`src/rtl/reload_timer_pkg.sv`:
```
package reload_timer_pkg;
  localparam int unsigned ADDR_W = 2;
  localparam logic [ADDR_W-1:0] A_CTRL   = 2'd0;
  localparam logic [ADDR_W-1:0] A_RELOAD = 2'd1;
  localparam logic [ADDR_W-1:0] A_COUNT  = 2'd2;
  localparam logic [ADDR_W-1:0] A_FLAG   = 2'd3;
  localparam int unsigned B_EN   = 0;
  localparam int unsigned B_LOAD = 1;
  localparam int unsigned B_RUN  = 2;
  localparam int unsigned B_ONE  = 3;
  localparam int unsigned B_IE   = 4;
  localparam int unsigned CTRL_BITS = 5;

  typedef struct packed {
    logic ie;
    logic oneshot;
    logic run;
    logic en;
  } ctrl_t;
endpackage

```
`src/rtl/reload_timer_regs.sv`:
```
module reload_timer_regs
  import reload_timer_pkg::*;
#(
  parameter int unsigned W = 16
) (
  input  logic              clk,
  input  logic              rst_n,
  input  logic              wr,
  input  logic [ADDR_W-1:0] addr,
  input  logic [W-1:0]      wdata,
  input  logic              uflow,
  output ctrl_t             ctrl,
  output logic [W-1:0]      reload,
  output logic              flag,
  output logic              load_req,
  output logic              load_drop
);
  logic ctrl_wr, flag_wr;
  assign ctrl_wr   = wr && (addr == A_CTRL);
  assign flag_wr   = wr && (addr == A_FLAG);
  assign load_req  = ctrl_wr && wdata[B_EN] && wdata[B_LOAD];
  assign load_drop = ctrl_wr && !wdata[B_EN];

  always_ff @(posedge clk or negedge rst_n) begin
    if (!rst_n) begin
      ctrl   <= '0;
      reload <= '1;
      flag   <= 1'b0;
    end else begin
      if (ctrl_wr) begin
        ctrl.en      <= wdata[B_EN];
        ctrl.run     <= wdata[B_EN] && wdata[B_RUN];
        ctrl.oneshot <= wdata[B_ONE];
        ctrl.ie      <= wdata[B_IE];
      end else if (uflow && ctrl.oneshot) begin
        ctrl.run <= 1'b0;
      end
      if (wr && (addr == A_RELOAD)) reload <= wdata;
      if (uflow) flag <= 1'b1;
      else if (flag_wr && wdata[0]) flag <= 1'b0;
    end
  end

  // run can only be held while the master enable is set
  a_r3_run_needs_en: assert property (@(posedge clk) disable iff (!rst_n)
    ctrl.run |-> ctrl.en);
  // one-shot underflow without a competing control write stops the timer
  a_r8_oneshot_stop: assert property (@(posedge clk) disable iff (!rst_n)
    (uflow && ctrl.oneshot && !ctrl_wr) |=> !ctrl.run);
  // underflow always leaves the flag set
  a_r9_set_wins: assert property (@(posedge clk) disable iff (!rst_n)
    uflow |=> flag);
endmodule

```
`src/rtl/reload_timer_core.sv`:
```
module reload_timer_core #(
  parameter int unsigned W = 16
) (
  input  logic         clk,
  input  logic         rst_n,
  input  logic         tick,
  input  logic         en,
  input  logic         run,
  input  logic [W-1:0] reload,
  input  logic         load_req,
  input  logic         load_drop,
  output logic [W-1:0] cnt,
  output logic         pend,
  output logic         uflow
);
  localparam logic [W-1:0] ZERO = '0;
  logic step;
  assign step  = tick && en;
  assign uflow = step && !pend && run && (cnt == ZERO);

  always_ff @(posedge clk or negedge rst_n) begin
    if (!rst_n) begin
      cnt  <= '1;
      pend <= 1'b0;
    end else begin
      if (step && pend) begin
        cnt  <= reload;
        pend <= 1'b0;
      end else if (step && run) begin
        cnt <= (cnt == ZERO) ? reload : cnt - 1'b1;
      end
      if (load_req) pend <= 1'b1;
      else if (load_drop) pend <= 1'b0;
    end
  end

  // a pending load completes on the next count pulse
  a_r4_load: assert property (@(posedge clk) disable iff (!rst_n)
    (step && pend && !load_req) |=> (cnt == $past(reload)) && !pend);
  // decrement by one on a count pulse
  a_r5_dec: assert property (@(posedge clk) disable iff (!rst_n)
    (step && run && !pend && cnt != ZERO) |=> cnt == $past(cnt) - 1'b1);
  // no pulse, no change
  a_r5_hold: assert property (@(posedge clk) disable iff (!rst_n)
    !step |=> $stable(cnt));
  // underflow loads the reload value
  a_r6_uflow_load: assert property (@(posedge clk) disable iff (!rst_n)
    uflow |=> cnt == $past(reload));
endmodule

```
`src/rtl/reload_timer.sv`:
```
module reload_timer
  import reload_timer_pkg::*;
#(
  parameter int unsigned W = 16
) (
  input  logic              clk,
  input  logic              rst_n,
  input  logic              cnt_tick,
  input  logic              reg_wr,
  input  logic [ADDR_W-1:0] reg_addr,
  input  logic [W-1:0]      reg_wdata,
  output logic [W-1:0]      reg_rdata,
  output logic              irq
);
  ctrl_t        ctrl;
  logic [W-1:0] reload, cnt;
  logic         flag, load_req, load_drop, pend, uflow;

  reload_timer_regs #(.W(W)) u_regs (
    .clk(clk), .rst_n(rst_n), .wr(reg_wr), .addr(reg_addr), .wdata(reg_wdata),
    .uflow(uflow), .ctrl(ctrl), .reload(reload), .flag(flag),
    .load_req(load_req), .load_drop(load_drop)
  );

  reload_timer_core #(.W(W)) u_core (
    .clk(clk), .rst_n(rst_n), .tick(cnt_tick), .en(ctrl.en), .run(ctrl.run),
    .reload(reload), .load_req(load_req), .load_drop(load_drop),
    .cnt(cnt), .pend(pend), .uflow(uflow)
  );

  logic [CTRL_BITS-1:0] ctrl_rd;
  always_comb begin
    ctrl_rd         = '0;
    ctrl_rd[B_EN]   = ctrl.en;
    ctrl_rd[B_LOAD] = pend;
    ctrl_rd[B_RUN]  = ctrl.run;
    ctrl_rd[B_ONE]  = ctrl.oneshot;
    ctrl_rd[B_IE]   = ctrl.ie;
  end

  always_comb begin
    reg_rdata = '0;
    case (reg_addr)
      A_CTRL:   reg_rdata[CTRL_BITS-1:0] = ctrl_rd;
      A_RELOAD: reg_rdata = reload;
      A_COUNT:  reg_rdata = cnt;
      default:  reg_rdata[0] = flag;
    endcase
  end

  assign irq = flag && ctrl.ie;

  // an interrupt is never raised without a pending flag
  a_r10_irq_flag: assert property (@(posedge clk) disable iff (!rst_n)
    irq |-> flag);
endmodule

```
`config.mk`:
```
export PLATFORM = sky130hd
export DESIGN_NAME = reload_timer
export DESIGN_NICKNAME = d
export VERILOG_FILES = /design/src/rtl/reload_timer_pkg.sv /design/src/rtl/reload_timer_regs.sv /design/src/rtl/reload_timer_core.sv /design/src/rtl/reload_timer.sv
export SDC_FILE = /design/constraint.sdc
export NUM_CORES = 1
export LEC_CHECK = 0
export BUFFER_PORTS_ARGS = -buffer_cell sky130_fd_sc_hd__buf_2
export CAP_MARGIN = 20
export CORE_ASPECT_RATIO = 1.75
export CORE_MARGIN = 3
export CORE_UTILIZATION = 35
export DETAILED_ROUTE_END_ITERATION = 16
export SETUP_SLACK_MARGIN = 0.1
export SYNTH_ARGS = -nofsm -noshare
export SYNTH_HDL_FRONTEND = slang
export SYNTH_HIERARCHICAL = 1
export SYNTH_SLANG_ARGS = --single-unit
```
`constraint.sdc`:
```
create_clock -name clk -period 2.6 [get_ports clk]
set_input_delay 0.52 -clock clk [delete_from_list [all_inputs] [get_ports clk]]
set_output_delay 0.52 -clock clk [all_outputs]
set_load 0.005 [all_outputs]
```
Word-level counts from Yosys, hierarchy flattened
Cells that the tools add are included.
- output and inout port bits: 17
- register bits after elaboration: 38
- mux-type cells: 13
- add/sub/neg operators: 1
- eq/ne operators: 3
- reductions and logical operators: 24
- operators by type and width (cell ; number):
    $mux W16 ; 3
    $pmux W11 S2 ; 1
    $logic_and A1 B1 Y1 ; 16
    $logic_not A16 Y1 ; 1
    $sub A16 B1 Y16 const B ; 1
    $pmux W4 S3 ; 1
    $mux W1 ; 7
    $reduce_bool A2 Y1 ; 3
    $eq A2 B2 Y1 const B ; 2
    $pmux W1 S3 ; 1
    $reduce_bool A3 Y1 ; 1
    $eq A2 B1 Y1 const B ; 1
    $logic_not A1 Y1 ; 2
    $logic_not A2 Y1 ; 1

Depth between registers and ports, before layout
Gate-level depths: netlist (run 1).
- depth in word-level cells: 7
- mapped depth: 9
- depth with buffers taken out: 7

Hierarchy
Netlist (run 1), hierarchy kept.
- by module, submodules not included (module ; instances ; area each (µm²) ; cells each):
    reload_timer_core ; 1 ; 1192.4 ; 133
    reload_timer_regs ; 1 ; 897.1 ; 50
    reload_timer ; 1 ; 346.6 ; 45

Worst setup path after synthesis (run 1)
Ideal clock, no wire load.
- path type: reg-to-reg
- start: reg u_core.cnt[0]
- end: reg u_core.cnt[14]
- data arrival time: 1.833 ns
- path buffers: 2
- period minus slack after synthesis: 1.928 ns
- stages on the path, launching flop included: 10
- data required time: 2.505 ns
- slack: 0.672 ns
- cell sequence: dfstp_2 -> inv_1 -> ha_1 -> nor3b_1 -> nand4_4 -> and2_4 -> buf_6 -> buf_8 -> nor3_1 -> a311oi_2
- word-level cells in the longest chain between the ends: 4
- elaborated cells on any way between the ends: 5
- RTL lines (item ; RTL line ; text):
    start: declaration ; reload_timer_core.sv:12 ; output logic [W-1:0] cnt,
    start signal: assignment ; reload_timer_core.sv:27 ; cnt <= reload;
    start signal: assignment ; reload_timer_core.sv:30 ; cnt <= (cnt == ZERO) ? reload : cnt - 1'b1;
    $sub A16 B1 Y16 / $logic_not A16 Y1 (equally long branches) ; reload_timer_core.sv:30 ;
    $mux W16 (*) ; reload_timer_core.sv:30 ;
    $mux W16 (*) ; reload_timer_core.sv:29 ; end else if (step && run) begin
    $mux W16 (*) ; reload_timer_core.sv:26 ; if (step && pend) begin
Every way passes the cells marked *; elsewhere a longest branch is shown, timed or not. The select of a mux whose other input is x is not followed.
A chain may end at the register's enable or synchronous reset.

Final worst setup path (run 1)
- start: in reg_addr[1]
- end: out reg_rdata[0]
- word-level cells in the longest chain between the ends: 2
- elaborated cells on any way between the ends: 4
- RTL lines (item ; RTL line ; text):
    start: declaration ; reload_timer.sv:10 ; input logic [ADDR_W-1:0] reg_addr,
    $eq A2 B2 Y1, or another cell as far along ; reload_timer.sv:43 ; case (reg_addr)
    $pmux W1 S3 (*) ; reload_timer.sv:43 ;
    end: declaration ; reload_timer.sv:12 ; output logic [W-1:0] reg_rdata,
Every way passes the cells marked *; elsewhere a longest branch is shown, timed or not.

==> impl_metrics.tcl, run 1 <==
set metrics [dict create \
    status "finished clean" \
    fin_crit_ns 2.37 \
    cts_max_level 2 \
    skew_ns 0.00281 \
    ir_drop_mv 0.377 \
    wl_per_cell_microns 18.0 \
    row_count 39 \
    grt_overflow 0 \
    clk_pin_slew_ns 0.06 \
    dp_hpwl_mm 4.48 \
    drv_cap 0 \
    drc 0 \
    grt_pass1_wl_mm 10.5 \
    syn_nets 256 \
    drtIter0Drc 100 \
    drt_wl_total_mm 6.22 \
    grt.total_usage 0.164 \
    path_cells "buf_2 > inv_1 > ha_1 > a222oi_1 > mux2i_1 > buf_2" \
    post_cts_buffers 0 \
    clk-insertion-delay-late_ns 0.28 \
    die_h_microns 116 \
    slew_viol_final 0 \
    critPathLaunchType "input port" \
    grt_max_degree 23 \
    via_per_inst 5.66 \
    root_buffer "clkbuf_16" \
    cp_max_fo 16 \
    crit_type "input port to output pin" \
    utilization 0.421 \
    cellPowerDensity_nw_per_um2 783 \
    ys_ff_latch 38 \
    required_ns 2.08 \
    synthTopCellsByArea "dfstp_2 (35%), dfrtp_1 (6.2%), mux2_4 (6.2%), a22oi_1 (4.3%), mux2_2 (4.2%)" \
    layout_common_cells "buf_2 (38), dfstp_2 (32), a22oi_1 (14), nor2_1 (12), nor2b_1 (12)" \
    firstDrtPassIters 5 \
    postRouteAntennaNets 0 \
    pre_cts_slack_ns 0.183 \
    fmax_mhz 422 \
    fin_setup_tns_ns 0 \
    setup_violations 0 \
    min_path_type "input port to async pin" \
    cpPeakStageDelay_ns 0.42 \
    r2r_slack_ns 0.39 \
    gp_congestion 0.831 \
    boundaryPins 39 \
    layout-drive-gt1-share 0.436 \
    worst_pin_slew_ns 0.665 \
    ys_warn_count 6 \
    mostFrequentLayoutCell "buf_2" \
    core_sq_um 6640 \
    clock_sinks 38 \
    vias 1958 \
    syn_area_per_cell_sq_um 10.7 \
    clk_path_buf_depth 2 \
    yosys.area.top_type "dfstp_2" \
    cts-buffers-inserted 5 \
    cp_slowest_cell "ha_1" \
    layout.nets 291 \
    ys.flop_type "dfstp_2" \
    relSlewSlack 0.557 \
    cpMostUsedCell "buf_2" \
    syn_inst 228 \
    syn_area_sq_um 2440 \
    antenna_found_initial 0 \
    p_leak_nw 1.18 \
    ys_async_sr_fraction 1.00 \
    finalCritPeriodShare 0.912 \
    arrival_ns 1.85 \
    grt_pass1_vias 2084 \
    finalHoldViolations 0 \
    initial_utilization 0.367 \
    synth_top_area_frac 0.345 \
    dieArea_sq_um 8040 \
    die_w_microns 69.1 \
    port_buffers 38 \
    setup_ws_ns 0.228 \
    areaGrowthSynthToFinish_pct 14.7 \
    p_total_mw 2.19 \
    diodes 0 \
    ys_seq_area_frac 0.407 \
    rsz0062_at_grt "false" \
    endpoint_kind "output pin" \
    synth.distinct_cells 52 \
    cts_tree "yes" \
    synth_edf_count 0 \
]
## area by class of cell
cell class	count	area, sq um
Clock inverter	2	12.5
Sequential cell	38	991
Clock buffer	6	139
Tap cell	82	103
Inverter	11	41.3
Timing Repair Buffer	42	220
Multi-Input combinational cell	165	1290
Fill cell	707	3840
## worst max-delay path: cells and delay by family
kind	cells	cell delay, ns
multiplexers	1	0.12
adder cells (fa/ha/maj)	1	0.42
buffers and inverters	3	0.39
AO/OA/AOI/OAI	1	0.40
## through the flow
step	hold slack (ns)	cell area, sq um	instances
2_1_floorplan	0.224	2440	228
3_3_place_gp	0.492	2640	338
3_5_place_dp	0.487	2640	338
4_1_cts	0.234	2790	346
5_1_grt	0.250	2790	346
6_report	0.219	2790	346
## layer usage
metal  global-route usage  wire, microns
met5                    0              0
met4               0.0834            101
met3               0.0250            230
met2                0.311           3530
met1                0.173           2360
## what timing repair did
action / 4_1_cts / 5_1_grt
gates resized for setup: 0 / 1
hold buffers: 0 / 0
setup endpoints to repair: 0 / 3
## cells in the mapped netlist, types with 6 or more instances
master and instances:
nor2_1 12, dfstp_2 32, dfrtp_1 6, nand3_1 7, mux2_4 10, ha_1 6, o21ai_0 7, a22oi_1 14
nand2_1 10, nand4_1 7, inv_1 11, mux2_2 9, nor2b_1 12, a21oi_1 10
## path summary, 6_finish.rpt
check                                     startpoint                           end  cells after the start
max                                      reg_addr[1]                  reg_rdata[0]                      6
min                                            rst_n       u_regs/flag$_DFFE_PN0P_                      1
max reg2reg                u_core/cnt[2]$_DFFE_PN1P_    u_core/cnt[15]$_DFFE_PN1P_                      5
min reg2reg                  u_regs/flag$_DFFE_PN0P_       u_regs/flag$_DFFE_PN0P_                      1
max in group asynchronous                      rst_n  u_regs/reload[5]$_DFFE_PN1P_                      2
min in group clk                        reg_wdata[6]  u_regs/reload[6]$_DFFE_PN1P_                      2
## state kept, by name, summed over array words and instances, names as in the netlist
| signal | flops |
|---|---|
| u_regs/reload | 16 |
| u_core/pend | 1 |
| u_regs/flag | 1 |
| u_core/cnt | 16 |
| u_regs/ctrl | 4 |
## kinds of logic after synthesis
logic type      after synthesis  share of synthesized area
mux                          22                      0.116
simple gates                 75                      0.196
fa+ha+maj                     6                     0.0308
xor+xnor                      1                    0.00360
flops                        38                      0.407
compound gates               61                      0.182
buf+inv                      25                     0.0657
## where the power goes
group	switching, mW	internal (mW)
Clock	0.244	0.380
Combinational	0.272	0.267
Sequential	0.198	0.827
Total	0.713	1.47
Power figures use the tool's default switching activity.
==> inputs of run 2 (changes only) <==
--- a/config.mk
+++ b/config.mk
@@ -11,6 +11,7 @@
 export CORE_MARGIN = 3
 export CORE_UTILIZATION = 35
 export DETAILED_ROUTE_END_ITERATION = 16
+export MAX_ROUTING_LAYER = met4
 export SETUP_SLACK_MARGIN = 0.1
 export SYNTH_ARGS = -nofsm -noshare
 export SYNTH_HDL_FRONTEND = slang
==> impl_metrics.tcl, run 2 (synthesis gave the netlist of run 1 again) <==
set metrics [dict create \
    reg_top3 "u_core/cnt (16), u_regs/reload (16), u_regs/ctrl (4)" \
    cts_tree "yes" \
    clk_path_buf_depth 2 \
    cp_slowest_cell "ha_1" \
    grt_overflow 0 \
    root_buffer "clkbuf_16" \
    reg2reg_from "u_core/cnt[2]$_DFFE_PN1P_" \
    finalCritPeriodShare 0.913 \
    p_leak_nw 1.18 \
    vias 1972 \
    post_cts_buffers 0 \
    endpoint_kind "output pin" \
    drt_wl_total_mm 6.20 \
    diodes 0 \
    drv_cap 0 \
    rsz0062_at_grt "false" \
    skew_ns 0.00357 \
    arrival_ns 1.85 \
    wl_per_cell_microns 17.9 \
    grt_pass1_vias 2072 \
    layout-drive-gt1-share 0.436 \
    clock_sinks 38 \
    layout_common_cells "buf_2 (38), dfstp_2 (32), a22oi_1 (14), nor2_1 (12), nor2b_1 (12)" \
    areaGrowthSynthToFinish_pct 14.7 \
    cts-buffers-inserted 5 \
    port_buffers 38 \
    postRouteAntennaNets 0 \
    worst_pin_slew_ns 0.667 \
    row_count 39 \
    fin_setup_tns_ns 0 \
    crit_type "input port to output pin" \
    die_h_microns 116 \
    path_cells "buf_2 > inv_1 > ha_1 > a222oi_1 > mux2i_1 > buf_2" \
    required_ns 2.08 \
    drc 0 \
    via_per_inst 5.70 \
    dp_hpwl_mm 4.48 \
    min_path_type "input port to async pin" \
    dieArea_sq_um 8040 \
    mostFrequentLayoutCell "buf_2" \
    grt.total_usage 0.169 \
    boundaryPins 39 \
    cellPowerDensity_nw_per_um2 781 \
    setup_violations 0 \
    slew_viol_final 0 \
    relSlewSlack 0.555 \
    drtIter0Drc 96 \
    cts_max_level 2 \
    cp_max_fo 16 \
    gp_congestion 0.843 \
    r2r_slack_ns 0.39 \
    layout.nets 291 \
    status "finished clean" \
    fin_crit_ns 2.37 \
    die_w_microns 69.1 \
    grt_pass1_wl_mm 10.5 \
    reg2reg_depth 5 \
    finalHoldViolations 0 \
    core_sq_um 6640 \
    cpPeakStageDelay_ns 0.42 \
    clk_pin_slew_ns 0.06 \
    critPathLaunchType "input port" \
    firstDrtPassIters 7 \
    clk-insertion-delay-late_ns 0.28 \
    cpMostUsedCell "buf_2" \
    grt_max_degree 23 \
    fmax_mhz 421 \
    ir_drop_mv 0.377 \
    antenna_found_initial 0 \
    initial_utilization 0.367 \
    timing.rr.end "u_core/cnt[15]$_DFFE_PN1P_" \
    hold_slack_ns 0.218 \
]
run 2: cell counts in the layout (fill, tap and decap cells not counted):
No cell type changed its count.
run 2: how the worst max path moves through the flow:
stage                                    startpoint                         end  slack (ns)  cells after the start
after detailed placement                reg_addr[0]                reg_rdata[0]        0.18                      6
after global placement                  reg_addr[0]                reg_rdata[0]        0.22                      6
after global routing                    reg_addr[1]                reg_rdata[0]        0.12                      6
after CTS                               reg_addr[0]                reg_rdata[0]        0.18                      6
final                                   reg_addr[1]                reg_rdata[0]        0.23                      6
after floorplan           u_core/cnt[0]$_DFFE_PN1P_  u_core/cnt[14]$_DFFE_PN1P_        0.67                      9
run 2: final cells by class:
| type | instances | area [sq um] |
|---|---|---|
| fillers | 707 | 3840 |
| clock inverters | 2 | 12.5 |
| flip-flops and latches | 38 | 991 |
| multi-input cells | 165 | 1290 |
| inverters | 11 | 41.3 |
| clock buffers | 6 | 139 |
| repair buffers | 42 | 220 |
| well taps | 82 | 103 |
run 2: critical path, delay by kind of cell:
kind            cells  cell delay, ns
fa+ha+maj           1            0.42
compound gates      1            0.41
buf+inv             3            0.39
mux                 1            0.11
run 2: timing repair:
item,CTS,global route
gates resized for setup,0,1
setup endpoints to repair,0,3
hold buffers,0,0
run 2: routing by layer:
metal  vias to the layer above  GRT usage  routed length [microns]
li1                        929          -                        -
met1                       985      0.175                     2380
met2                        45      0.309                     3450
met3                        13     0.0250                      220
met4                         0     0.0834                      146
met5                         -          -                        0
run 2: stage by stage:
| stage | setup slack (ns) | cell area [sq um] | util | cells | total power, mW |
|---|---|---|---|---|---|
| finish | 0.227 | 2790 | 0.421 | 346 | 2.18 |
| global route | 0.123 | 2790 | 0.421 | 346 | 2.32 |
| global placement | 0.224 | 2640 | 0.398 | 338 | 1.55 |
| floorplan | 0.672 | 2440 | - | 228 | 1.38 |
| detailed placement | 0.183 | 2640 | 0.398 | 338 | 1.57 |
| CTS | 0.179 | 2790 | 0.421 | 346 | 2.20 |
run 2: power breakdown:
part	total [mW]	internal, mW	switching [mW]	leakage, nW
combinational	0.536	0.267	0.269	0.695
clock	0.622	0.380	0.242	0.0729
sequential	1.03	0.827	0.198	0.411
